File: src/rtl/acc_cpu_pkg.sv
package acc_cpu_pkg;

    localparam int unsigned ADDR_W = 12;
    localparam int unsigned DATA_W = 16;
    localparam int unsigned IO_W   = 8;
    localparam int unsigned OPC_W  = 4;

    localparam logic [OPC_W-1:0] OP_JNS   = 4'h0;
    localparam logic [OPC_W-1:0] OP_LOAD  = 4'h1;
    localparam logic [OPC_W-1:0] OP_STORE = 4'h2;
    localparam logic [OPC_W-1:0] OP_ADD   = 4'h3;
    localparam logic [OPC_W-1:0] OP_SUB   = 4'h4;
    localparam logic [OPC_W-1:0] OP_IN    = 4'h5;
    localparam logic [OPC_W-1:0] OP_OUT   = 4'h6;
    localparam logic [OPC_W-1:0] OP_HALT  = 4'h7;
    localparam logic [OPC_W-1:0] OP_SKIP  = 4'h8;
    localparam logic [OPC_W-1:0] OP_JUMP  = 4'h9;
    localparam logic [OPC_W-1:0] OP_CLR   = 4'hA;

    typedef enum logic [2:0] {
        ACC_KEEP, ACC_LOAD, ACC_ADD, ACC_SUB, ACC_CLR, ACC_IN
    } acc_op_e;

    typedef enum logic [1:0] {
        SK_NEG = 2'b00, SK_ZERO = 2'b01, SK_POS = 2'b10, SK_NEVER = 2'b11
    } skip_e;

    typedef enum logic [2:0] {
        ST_FETCH, ST_LATCH, ST_DISP, ST_OPWAIT, ST_APPLY,
        ST_INWAIT, ST_OUTWAIT, ST_HALT
    } state_e;

    function automatic logic needs_operand(input logic [OPC_W-1:0] op);
        return (op == OP_LOAD) || (op == OP_ADD) || (op == OP_SUB);
    endfunction

endpackage

File: src/rtl/acc_cpu_alu.sv
module acc_cpu_alu
    import acc_cpu_pkg::*;
#(
    parameter int unsigned DW = acc_cpu_pkg::DATA_W,
    parameter int unsigned IW = acc_cpu_pkg::IO_W
) (
    input  acc_op_e         op,
    input  logic [DW-1:0]   acc,
    input  logic [DW-1:0]   mbr,
    input  logic [IW-1:0]   in_byte,
    output logic [DW-1:0]   acc_next
);
    always_comb begin
        case (op)
            ACC_LOAD: acc_next = mbr;
            ACC_ADD:  acc_next = acc + mbr;
            ACC_SUB:  acc_next = acc - mbr;
            ACC_CLR:  acc_next = '0;
            ACC_IN:   acc_next = DW'(in_byte);
            default:  acc_next = acc;
        endcase
    end
endmodule

File: src/rtl/acc_cpu_skip.sv
module acc_cpu_skip
    import acc_cpu_pkg::*;
#(
    parameter int unsigned DW = acc_cpu_pkg::DATA_W
) (
    input  logic [DW-1:0] acc,
    input  logic [1:0]    cond,
    output logic          take
);
    logic neg, zero;
    assign neg  = acc[DW-1];
    assign zero = (acc == '0);

    always_comb begin
        case (skip_e'(cond))
            SK_NEG:  take = neg;
            SK_ZERO: take = zero;
            SK_POS:  take = !neg && !zero;
            default: take = 1'b0;
        endcase
    end
endmodule

File: src/rtl/acc_cpu_ctrl.sv
module acc_cpu_ctrl
    import acc_cpu_pkg::*;
#(
    parameter int unsigned AW = acc_cpu_pkg::ADDR_W,
    parameter int unsigned DW = acc_cpu_pkg::DATA_W
) (
    input  logic          clk,
    input  logic          rst,
    input  logic [DW-1:0] mem_rdata,
    input  logic          skip_take,
    input  logic          in_valid,
    input  logic          out_ready,
    output logic [AW-1:0] mem_addr,
    output logic          mem_re,
    output logic          mem_we,
    output logic          wr_pc,
    output acc_op_e       acc_op,
    output logic          mbr_en,
    output logic          out_en,
    output logic          in_ready,
    output logic          out_valid,
    output logic          halted,
    output logic [AW-1:0] pc_q,
    output logic [1:0]    skip_cond
);
    localparam int unsigned OPC_LSB = DW - OPC_W;

    state_e          st_q, st_d;
    logic [AW-1:0]   pc_d, mar_q, mar_d;
    logic [DW-1:0]   ir_q, ir_d;
    logic [OPC_W-1:0] opc;

    assign opc       = ir_q[DW-1:OPC_LSB];
    assign skip_cond = ir_q[AW-1:AW-2];

    always_comb begin
        st_d      = st_q;
        pc_d      = pc_q;
        mar_d     = mar_q;
        ir_d      = ir_q;
        mem_addr  = pc_q;
        mem_re    = 1'b0;
        mem_we    = 1'b0;
        wr_pc     = 1'b0;
        acc_op    = ACC_KEEP;
        mbr_en    = 1'b0;
        out_en    = 1'b0;
        in_ready  = 1'b0;
        out_valid = 1'b0;
        halted    = 1'b0;
        case (st_q)
            ST_FETCH: begin
                mem_re = 1'b1;
                st_d   = ST_LATCH;
            end
            ST_LATCH: begin
                ir_d  = mem_rdata;
                mar_d = mem_rdata[AW-1:0];
                pc_d  = pc_q + 1'b1;
                st_d  = ST_DISP;
            end
            ST_DISP: begin
                st_d = ST_FETCH;
                if (needs_operand(opc)) begin
                    mem_addr = mar_q;
                    mem_re   = 1'b1;
                    st_d     = ST_OPWAIT;
                end else begin
                    case (opc)
                        OP_STORE: begin
                            mem_addr = mar_q;
                            mem_we   = 1'b1;
                        end
                        OP_JNS: begin
                            mem_addr = mar_q;
                            mem_we   = 1'b1;
                            wr_pc    = 1'b1;
                            pc_d     = mar_q + 1'b1;
                        end
                        OP_JUMP: pc_d = mar_q;
                        OP_CLR:  acc_op = ACC_CLR;
                        OP_SKIP: if (skip_take) pc_d = pc_q + 1'b1;
                        OP_IN:   st_d = ST_INWAIT;
                        OP_OUT: begin
                            out_en = 1'b1;
                            st_d   = ST_OUTWAIT;
                        end
                        OP_HALT: st_d = ST_HALT;
                        default: st_d = ST_FETCH;
                    endcase
                end
            end
            ST_OPWAIT: begin
                mbr_en = 1'b1;
                st_d   = ST_APPLY;
            end
            ST_APPLY: begin
                case (opc)
                    OP_ADD:  acc_op = ACC_ADD;
                    OP_SUB:  acc_op = ACC_SUB;
                    default: acc_op = ACC_LOAD;
                endcase
                st_d = ST_FETCH;
            end
            ST_INWAIT: begin
                in_ready = 1'b1;
                if (in_valid) begin
                    acc_op = ACC_IN;
                    st_d   = ST_FETCH;
                end
            end
            ST_OUTWAIT: begin
                out_valid = 1'b1;
                if (out_ready) st_d = ST_FETCH;
            end
            default: halted = 1'b1;
        endcase
    end

    always_ff @(posedge clk) begin
        if (rst) begin
            st_q  <= ST_FETCH;
            pc_q  <= '0;
            mar_q <= '0;
            ir_q  <= '0;
        end else begin
            st_q  <= st_d;
            pc_q  <= pc_d;
            mar_q <= mar_d;
            ir_q  <= ir_d;
        end
    end

    AST_RW_EXCL: assert property (@(posedge clk) disable iff (rst)
        !(mem_re && mem_we));
    AST_LATCH_AFTER_READ: assert property (@(posedge clk) disable iff (rst)
        (st_q == ST_LATCH) |-> $past(mem_re));
    AST_PC_STEP: assert property (@(posedge clk) disable iff (rst)
        (st_q == ST_LATCH) |=> (pc_q == AW'($past(pc_q) + 1'b1)));
    AST_HALT_STICKY: assert property (@(posedge clk) disable iff (rst)
        halted |=> halted);
    AST_HALT_QUIET: assert property (@(posedge clk) disable iff (rst)
        halted |-> (!mem_re && !mem_we));
endmodule

File: src/rtl/acc_cpu.sv
module acc_cpu
    import acc_cpu_pkg::*;
#(
    parameter int unsigned AW = acc_cpu_pkg::ADDR_W,
    parameter int unsigned DW = acc_cpu_pkg::DATA_W,
    parameter int unsigned IW = acc_cpu_pkg::IO_W
) (
    input  logic          clk,
    input  logic          rst,
    output logic [AW-1:0] mem_addr,
    output logic          mem_re,
    output logic          mem_we,
    output logic [DW-1:0] mem_wdata,
    input  logic [DW-1:0] mem_rdata,
    input  logic [IW-1:0] in_data,
    input  logic          in_valid,
    output logic          in_ready,
    output logic [IW-1:0] out_data,
    output logic          out_valid,
    input  logic          out_ready,
    output logic          halted
);
    logic [DW-1:0] acc_q, acc_d, mbr_q;
    logic [IW-1:0] outreg_q;
    logic [AW-1:0] pc;
    logic [1:0]    skip_cond;
    logic          skip_take, wr_pc, mbr_en, out_en;
    acc_op_e       acc_op;

    acc_cpu_ctrl #(.AW(AW), .DW(DW)) u_ctrl (
        .clk(clk), .rst(rst), .mem_rdata(mem_rdata), .skip_take(skip_take),
        .in_valid(in_valid), .out_ready(out_ready), .mem_addr(mem_addr),
        .mem_re(mem_re), .mem_we(mem_we), .wr_pc(wr_pc), .acc_op(acc_op),
        .mbr_en(mbr_en), .out_en(out_en), .in_ready(in_ready),
        .out_valid(out_valid), .halted(halted), .pc_q(pc),
        .skip_cond(skip_cond)
    );

    acc_cpu_alu #(.DW(DW), .IW(IW)) u_alu (
        .op(acc_op), .acc(acc_q), .mbr(mbr_q), .in_byte(in_data),
        .acc_next(acc_d)
    );

    acc_cpu_skip #(.DW(DW)) u_skip (
        .acc(acc_q), .cond(skip_cond), .take(skip_take)
    );

    assign mem_wdata = wr_pc ? DW'(pc) : acc_q;
    assign out_data  = outreg_q;

    always_ff @(posedge clk) begin
        if (rst) begin
            acc_q    <= '0;
            mbr_q    <= '0;
            outreg_q <= '0;
        end else begin
            acc_q <= acc_d;
            if (mbr_en) mbr_q    <= mem_rdata;
            if (out_en) outreg_q <= acc_q[IW-1:0];
        end
    end

    AST_OUT_HOLD: assert property (@(posedge clk) disable iff (rst)
        (out_valid && !out_ready) |=> (out_valid && $stable(out_data)));
    AST_IN_ZEXT: assert property (@(posedge clk) disable iff (rst)
        (in_valid && in_ready) |=> (acc_q[DW-1:IW] == '0));
    AST_CLR_ZERO: assert property (@(posedge clk) disable iff (rst)
        (acc_op == ACC_CLR) |=> (acc_q == '0));
endmodule

File: config.mk
export PLATFORM = sky130hd
export DESIGN_NAME = acc_cpu
export DESIGN_NICKNAME = d
export VERILOG_FILES = /design/src/rtl/acc_cpu_pkg.sv /design/src/rtl/acc_cpu_alu.sv /design/src/rtl/acc_cpu_skip.sv /design/src/rtl/acc_cpu_ctrl.sv /design/src/rtl/acc_cpu.sv
export SDC_FILE = /design/constraint.sdc
export NUM_CORES = 1
export LEC_CHECK = 0
export ABC_CLOCK_PERIOD_IN_PS = 4920
export BUFFER_PORTS_ARGS = -buffer_cell sky130_fd_sc_hd__buf_2
export CAP_MARGIN = 0
export CORE_MARGIN = 2
export CORE_UTILIZATION = 58
export DETAILED_ROUTE_END_ITERATION = 8
export GPL_TIMING_DRIVEN = 0
export PLACE_DENSITY_LB_ADDON = 0.3
export SETUP_SLACK_MARGIN = 0.2
export SYNTH_ARGS = -nofsm -noshare
export SYNTH_HDL_FRONTEND = slang
export SYNTH_SLANG_ARGS = --single-unit
File: constraint.sdc
create_clock -name clk -period 4.92 [get_ports clk]
set_input_delay 0.738 -clock clk [delete_from_list [all_inputs] [get_ports clk]]
set_output_delay 0.738 -clock clk [all_outputs]
set_load 0.1 [all_outputs]
### Word-level counts from Yosys, hierarchy flattened

Index checks and enable logic that the tools add are counted.

* output and inout bits: 41
* register bits: 83
* input port bits: 28
* logic and storage cells: 90

* mux-type cells: 35
* equal/unequal tests: 28
* add/subtract/negate cells: 4
* reduce and logical (&&, ||, !) cells: 16

Operator list (count)
* $pmux 16 s5: 1
* $mux 12: 5
* $pmux 12 s3: 1
* $add 12x1->12 const B: 2
* $pmux 12 s2: 1
* $pmux 3 s7: 1
* $mux 3: 6
* $pmux 3 s3: 2
* $add 16x16->16: 1
* $eq 4x3->1 const B: 4
* $logic_not 16->1: 1
* $mux 16: 1
* $sub 16x16->16: 1
* $eq 3x3->1 const B: 5
* $mux 1: 14
* $eq 3x2->1 const B: 4
* $eq 4x4->1 const B: 3
* $eq 4x2->1 const B: 2
* $reduce_bool 7->1: 1
* $reduce_or 7->1: 1
* $eq 3x1->1 const B: 2
* $ne 2x2->1 const B: 3
* $reduce_bool 5->1: 1
* $eq 4x1->1 const B: 1
* 17 further kinds: 19

### Longest topological paths before layout

Gate-level depths: netlist of run 1.

* word-level depth: 8
* mapped depth: 15
* depth with buffers taken out: 14

### Cells and area by module

Synthesis of run 1 repeated with hierarchy kept, for this count alone.

* cell total of the unflattened synthesis: 665
* area total of the unflattened synthesis: 5353.9 um2

By module, submodules not included
* acc_cpu_ctrl: seq. area each 620.6 um2, instances 1, area an instance 2178.3 um2, cells each 294
* acc_cpu_alu: seq. area each 0.0 um2, instances 1, area an instance 1600.3 um2, cells each 232
* acc_cpu: seq. area each 800.8 um2, instances 1, area an instance 1505.2 um2, cells each 129
* acc_cpu_skip: seq. area each 0.0 um2, instances 1, area an instance 70.1 um2, cells each 10

### Worst setup path after synthesis of run 1

OpenSTA, ideal clock, no wires.

* path kind: register to output
* from: register u_ctrl.st_q[1]
* to: output mem_we
* data arrival time: 3.772 ns
* cell stages (with the launch flop): 5
* buffers on the path: 1
* slack: 0.410 ns
* required time: 4.182 ns
* path through: dfxtp_1 nor2b_1 nand2b_1 clkbuf_1 nor4_1

* word-level cells in the longest chain between the ends: 2

RTL lines
* start: declaration: RTL line acc_cpu_ctrl.sv:28 `state_e st_q, st_d;`
* start signal: assignment: RTL line acc_cpu_ctrl.sv:127 `st_q <= st_d;`
* $eq 3x2->1: RTL line acc_cpu_ctrl.sv:51 `case (st_q)`
* $mux 1: RTL line acc_cpu_ctrl.sv:51
* end: declaration: RTL line acc_cpu.sv:12 `output logic mem_we,`

No other way between the ends.

### Worst setup path after layout of run 1

* from: register u_ctrl.st_q[2]
* to: register acc_q[10]

* word-level cells in the longest chain between the ends: 4
* elaborated cells on any way between the ends: 11
* those cells by class: eq/ne (8); mux (2); reduce/logical (1)

RTL lines
* $eq 3x3->1 / $eq 3x2->1 (equally long branches): RTL line acc_cpu_ctrl.sv:51
* $pmux 3 s3 (*): RTL line acc_cpu_ctrl.sv:51
* $eq 3x3->1, or another cell as far along: RTL line acc_cpu_alu.sv:14 `case (op)`
* $pmux 16 s5 / $reduce_bool 5->1 (equally long branches)
* end signal: assignment: RTL line acc_cpu.sv:53 `acc_q <= '0;`
* end signal: assignment: RTL line acc_cpu.sv:57 `acc_q <= acc_d;`
* end: declaration: RTL line acc_cpu.sv:23 `logic [DW-1:0] acc_q, acc_d, mbr_q;`

Every way passes the cells marked *; elsewhere a longest branch is shown, timed or not.
A chain may end at the register's enable or synchronous reset.

==> flow_metrics.py, run 1 <==
metrics = {
    "cts": {
        "cts.sinks": 71,
        "cts_root_buffer": "clkbuf_8",
        "postCtsResizedCells": 0,
        "cts_hold_buffers": 0,
        "htree_levels": 3,
        "clock_path_buffers": 2,
        "tritoncts": "built",
        "cts_setup_buffers": 0,
        "clk_latency_ps": 350,
        "clk_pin_slew_ps": 90,
        "cts-buffers-inserted": 9,
    },
    "pwr": {
        "intPower_mw": 1.06,
        "p_sw_mw": 0.712,
        "clock_power_share_pct": 27.1,
        "pwr-share-comb_pct": 36.6,
        "seq_power_share_pct": 36.4,
        "powerDensity_nw_per_um2": 315,
        "switching_share_pct": 40.1,
        "ir_drop_mv": 0.192,
        "leakagePower_nw": 2.24,
    },
    "yosys": {
        "synth_seq_cells": 71,
        "syn_inst": 645,
        "ys.flop_type": "dfxtp_1",
        "synth_area_um2": 4980,
        "synth_seq_area_share_pct": 28.5,
        "avgSynthCellArea_um2": 7.72,
        "syn_nets": 692,
        "synth_edf_count": 0,
        "async_reset_ff_share_pct": 0,
        "yosysWarnings": 0,
        "synth.distinct_cells": 65,
    },
    "routing": {
        "via_count": 5386,
        "wl_per_cell_um": 19.1,
        "post-route-drc-count": 0,
        "ant_nets": 0,
        "wl_um": 15900,
        "routed_via_density": 6.47,
        "drt-initial-drc-count": 452,
        "first_pass_iters": 5,
    },
    "run_status": {
        "outcome": "complete, no violations",
    },
    "timing": {
        "tightest_slew_ps": 880,
        "final_max_slew_viol_count": 0,
        "period_needed_ps": 4200,
        "setup-violations-final": 0,
        "fin_skew_ps": 16.5,
        "rsz0062_at_grt": "no",
        "fmax_mhz": 238,
        "relSlewSlack_pct": 41.2,
        "fin_crit_sh_pct": 85.4,
        "tns_ps": 0,
        "hold_viol_final": 0,
    },
    "floorplan": {
        "initial_utilization_pct": 60.3,
        "die_x_um": 96.7,
        "coreArea_um2": 8260,
        "dieArea_um2": 9350,
        "io_pins": 69,
        "die_y_um": 96.7,
        "rows": 33,
    },
    "worst_setup_path": {
        "required_ps": 5120,
        "rr_startpoint": "u_ctrl.st_q[2]",
        "crit_path_end_kind": "flip-flop",
        "arrival_ps": 4410,
        "worst-setup-path-type": "reg2reg",
        "cp-start-kind": "flip-flop",
        "crit_path_start": "u_ctrl.st_q[2]",
        "crit_path_max_fanout": 10,
    },
    "global_routing": {
        "grt_use_total_pct": 33.7,
        "grt_pass1_wl_um": 25500,
        "grt_max_degree": 14,
        "grt_overflow": 0,
        "antenna_found_initial": 0,
        "grt_pass1_vias": 4918,
    },
    "placement": {
        "placed_cells": 817,
        "dpl.hpwl_um": 12100,
        "port_buffers": 67,
        "gp_congestion": 1.01,
    },
    "layout": {
        "fill_cells": 730,
        "final_nets": 770,
        "drive_gt1_share_pct": 17.9,
        "diodes": 0,
        "final_util_pct": 68.4,
        "fin_cells": 833,
        "area_delta_synth_final_pct": 13.3,
    },
    "run": {
        "max_cap_violations": 0,
    },
    "min_path": {
        "min_path_type": "reg2reg",
        "hp-start": "out_data[4]",
    },
}
-- final timing paths --
path | end | slack (ps) | cells after the start
worst min register to register | out_data[4] | 510 | 2
worst max-delay path | acc_q[10] | 720 | 13
worst max register to register | acc_q[10] | 720 | 13
worst min-delay path | out_data[4] | 510 | 2
-- cell families (layout without fill, tap and decap cells) --
kind of cell / after synthesis / in the layout / synth area share, %
mux: 44 / 44 / 9.52
fa+ha+maj: 19 / 19 / 4.92
simple gates: 260 / 260 / 26.0
buf+inv: 56 / 139 / 4.67
xor+xnor: 26 / 26 / 4.57
flops: 71 / 71 / 28.5
compound gates: 169 / 169 / 21.8
-- through the flow --
| step | cell area, um^2 | hold WS [ps] | total power [mW] | worst slack (ps) |
|---|---|---|---|---|
| after global placement | 5450 | 469 | 1.28 | 865 |
| after CTS | 5650 | 505 | 1.76 | 762 |
| after global routing | 5650 | 537 | 1.86 | 523 |
| after detailed placement | 5450 | 485 | 1.29 | 806 |
| after floorplan | 4980 | 463 | 1.15 | 410 |
| final | 5650 | 508 | 1.78 | 718 |
-- layout make-up --
| type | instances | area, um^2 | area share (%) |
|---|---|---|---|
| timing repair buffer | 67 | 335 | 5.94 |
| buffer | 44 | 188 | 3.32 |
| inverter | 12 | 45.0 | 0.798 |
| clock buffer | 9 | 124 | 2.19 |
| clock inverter | 7 | 73.8 | 1.31 |
| sequential | 71 | 1420 | 25.2 |
| multi-input combinational | 518 | 3330 | 58.9 |
| tap | 105 | 131 | 2.33 |
-- registers in the layout, summed over array words and instances, names as in the netlist --
signal / flops
u_ctrl.pc_q: 12
acc_q: 16
mbr_q: 16
out_data: 8
u_ctrl.st_q: 3
u_ctrl.ir_q: 16
-- routing by layer --
metal  vias up  track usage (%)  wire (um)
met5         -                0          0
met4         0             10.4        432
met3        39             4.91       1630
met2       324             51.7       6970
met1      2516             48.9       6880
li1       2507                -          -
-- cells in the mapped netlist, types with 5 or more instances --
library cell	number	area, um^2
nand2_1	99	372
dfxtp_1	71	1420
a21oi_1	69	345
nor2_1	48	180
clkbuf_1	30	113
mux2_2	27	304
o21ai_0	22	110
ha_1	18	225
mux2i_1	17	170
nand3_1	15	75.1
xor2_1	15	131
nor3_1	14	70.1
and3_1	12	75.1
inv_1	12	45.0
a211oi_1	11	82.6
nor2b_1	11	68.8
xnor2_1	11	96.3
nand4_1	10	62.6
nor4_1	9	56.3
buf_2	8	40.0
nand2b_1	8	50.1
a221oi_1	7	61.3
a31oi_1	7	43.8
a21o_1	6	45.0
and4_1	6	52.6
o211ai_1	6	45.0
and2_1	5	31.3
or4_1	5	37.5
-- cell usage in the layout, fill, tap and decap left out, drive strengths merged, types with 3 or more instances in the layout --
master / count
inv: 12
and4: 6
o32ai: 4
nor4: 9
o22ai: 3
xnor2: 11
o21ai: 23
a221oi: 7
a221o: 4
nand3: 15
or4: 5
nor3: 14
or3b: 4
o211ai: 6
buf: 80
o21bai: 4
mux2: 27
and2: 5
and3: 12
nor2: 48
nor2b: 11
o41ai: 3
mux2i: 17
xor2: 15
dfxtp: 71
nand2b: 8
a21o: 6
clkinv: 5
nand4: 10
nand2: 99
o31ai: 4
a31oi: 7
clkbuf: 40
a21oi: 69
nand3b: 3
a211oi: 12
nor3b: 3
ha: 18
-- critical path, stage by stage, from the launching register on --
cell	delay, ps
dfxtp_1	460
or3b_1	430
or4_1	530
clkbuf_1	220
clkbuf_1	260
nor2_1	140
a21oi_1	90
fa_1	460
a21o_1	200
a221oi_1	450
o211ai_1	230
xor2_1	190
a221oi_1	310
nor3_1	80
-- power by group through the flow --
stage | sequential (mW) | combinational, mW | clock, mW
after floorplan | 0.639 | 0.508 | 0
after detailed placement | 0.656 | 0.636 | 0
after global routing | 0.650 | 0.707 | 0.502
final | 0.646 | 0.649 | 0.480
after CTS | 0.643 | 0.639 | 0.480
after global placement | 0.654 | 0.625 | 0
(Power assumes the default switching activity.)
==> inputs of run 2 (changes only) <==
--- a/config.mk
+++ b/config.mk
@@ -9,9 +9,9 @@
 export BUFFER_PORTS_ARGS = -buffer_cell sky130_fd_sc_hd__buf_2
 export CAP_MARGIN = 0
 export CORE_MARGIN = 2
-export CORE_UTILIZATION = 58
+export CORE_UTILIZATION = 60
+export CTS_BUF_LIST = sky130_fd_sc_hd__clkbuf_2
 export DETAILED_ROUTE_END_ITERATION = 8
-export GPL_TIMING_DRIVEN = 0
 export PLACE_DENSITY_LB_ADDON = 0.3
 export SETUP_SLACK_MARGIN = 0.2
 export SYNTH_ARGS = -nofsm -noshare
==> run 2 against run 1 <==
Die area fell by 3.2%; total power fell by 4.5%; critical path depth fell by 6; first-iteration DRC count rose by 4.6%; clock power fell by 9.8%; combinational power fell by 7.4%; count of clock-buffer cells in the layout did not move; non-clock buffer count fell by 40; worst setup slack got worse by 130 ps; core utilization fell by 1.4 points; sequential power rose by 2%; critical path type is now reg2out; largest cell class unchanged; highest routed layer unchanged.
==> flow_metrics.py, run 2 (synthesis results as in run 1) <==
metrics = {
    "timing": {
        "relSlewSlack_pct": 31.0,
        "rsz0062_at_grt": "no",
        "fin_skew_ps": 27.6,
        "final_max_slew_viol_count": 0,
        "fin_ws_ps": 587,
        "hold_viol_final": 0,
        "tns_ps": 0,
        "fmax_mhz": 231,
        "fin_crit_sh_pct": 88.1,
        "period_needed_ps": 4330,
        "fin_hold_ws_ps": 420,
        "tightest_slew_ps": 1030,
        "setup-violations-final": 0,
    },
    "global_routing": {
        "grt_use_total_pct": 31.8,
        "antenna_found_initial": 0,
        "grt_overflow": 0,
        "grt_pass1_wl_um": 22300,
        "grt_max_degree": 62,
        "grt_pass1_vias": 4413,
    },
    "cts": {
        "htree_levels": 3,
        "cts-buffers-inserted": 9,
        "cts_root_buffer": "clkbuf_2",
        "cts.sinks": 71,
        "clk_latency_ps": 530,
        "postCtsResizedCells": 0,
        "cts_setup_buffers": 0,
        "clock_path_buffers": 2,
        "tritoncts": "built",
        "cts_hold_buffers": 0,
        "clk_pin_slew_ps": 210,
    },
    "layout": {
        "final_nets": 730,
        "final_common_cell": "nand2_1",
        "stdcell_area_um2": 5440,
        "fill_cells": 695,
        "final_cell_mix": "99 x nand2_1, 71 x dfxtp_1, 69 x a21oi_1, 68 x buf_2, 48 x nor2_1",
        "area_delta_synth_final_pct": 9.29,
        "largestRegisters": "acc_q x16, mbr_q x16, u_ctrl.ir_q x16",
        "diodes": 0,
        "drive_gt1_share_pct": 17.6,
    },
    "run": {
        "max_cap_violations": 0,
    },
    "min_path": {
        "min_to": "acc_q[2]",
        "min_path_type": "in2reg",
        "hp-start": "in_data[2]",
        "hold_depth": 3,
    },
    "routing": {
        "wl_per_cell_um": 17.8,
        "post-route-drc-count": 0,
        "ant_nets": 0,
        "drt-initial-drc-count": 473,
        "via_count": 5012,
        "first_pass_iters": 5,
        "wl_um": 14100,
        "routed_via_density": 6.32,
    },
    "worst_setup_path": {
        "cp-start-kind": "flip-flop",
        "reg2regPathDepth": 11,
        "arrival_ps": 3590,
        "crit_path_end_kind": "primary output",
        "r2r_end": "acc_q[14]",
        "worst-setup-path-type": "reg2out",
        "ff2ff_setup_slack_ps": 830,
        "rr_startpoint": "u_ctrl.st_q[2]",
        "crit_path_max_fanout": 15,
        "required_ps": 4180,
    },
    "placement": {
        "port_buffers": 68,
        "place_ws_ps": 909,
        "dpl.hpwl_um": 10400,
        "dpl_cell_area_um2": 5290,
        "gp_congestion": 0.941,
    },
    "floorplan": {
        "dieArea_um2": 9050,
        "rows": 33,
        "die_y_um": 95.1,
        "io_pins": 69,
        "die_x_um": 95.1,
        "coreArea_um2": 8130,
        "initial_utilization_pct": 61.2,
    },
    "pwr": {
        "ir_drop_mv": 0.201,
        "powerDensity_nw_per_um2": 312,
        "leakagePower_nw": 2.16,
    },
    "run_status": {
        "outcome": "complete, no violations",
    },
}
-- run 2: cell types whose count changed in the layout (fill, tap and decap cells not counted), sizes merged --
cell	before	now
clkbuf	40	9
clkinvlp	1	0
bufinv	1	3
buf	80	71
clkinv	5	4
-- run 2: worst max-delay path: stages, from the launching register on --
cell and delay (ps):
dfxtp_1 520, nor2b_1 260, nand2b_1 350, nor2_1 350, nor4b_4 830, nand2_1 150
o21ai_0 140, buf_2 470
-- run 2: area by class of cell --
class                      instances  area, um^2  share of cell area (%)
clock buffer                       9        45.0                   0.827
clock inverter                     7         111                    2.05
inverter                          12        45.0                   0.827
multi-input combinational        518        3330                    61.1
sequential                        71        1420                    26.1
tap                              105         131                    2.41
timing repair buffer              71         363                    6.67
-- run 2: routing by layer --
metal,up-vias,wire length (um),GRT usage (%)
met2,261,6240,47.9
met5,-,0,0
met1,2310,6310,46.4
li1,2417,-,-
met3,24,1310,4.19
met4,0,291,11.5
-- run 2: metrics by stage --
stage	power (mW)	utilization (%)	std cells
2_1_floorplan	1.15	-	645
6_report	1.70	66.9	793
5_1_grt	1.79	66.9	793
3_3_place_gp	1.25	65.0	777
4_1_cts	1.69	66.9	793
3_5_place_dp	1.26	65.0	777
-- run 2: where the power goes --
group	switching, mW	internal [mW]	leakage [nW]
sequential	0.0600	0.602	0.575
clock	0.217	0.216	0.0909
combinational	0.384	0.217	1.50
-- run 2: how the worst max path moves through the flow --
stage	depth (start not counted)	endpoint	startpoint
3_3_place_gp	11	acc_q[10]	u_ctrl.st_q[2]
3_5_place_dp	11	acc_q[14]	u_ctrl.st_q[2]
2_1_floorplan	4	mem_we	u_ctrl.st_q[1]
4_1_cts	6	mem_wdata[10]	u_ctrl.st_q[1]
5_1_grt	7	mem_wdata[0]	u_ctrl.st_q[1]
6_report	7	mem_wdata[0]	u_ctrl.st_q[1]
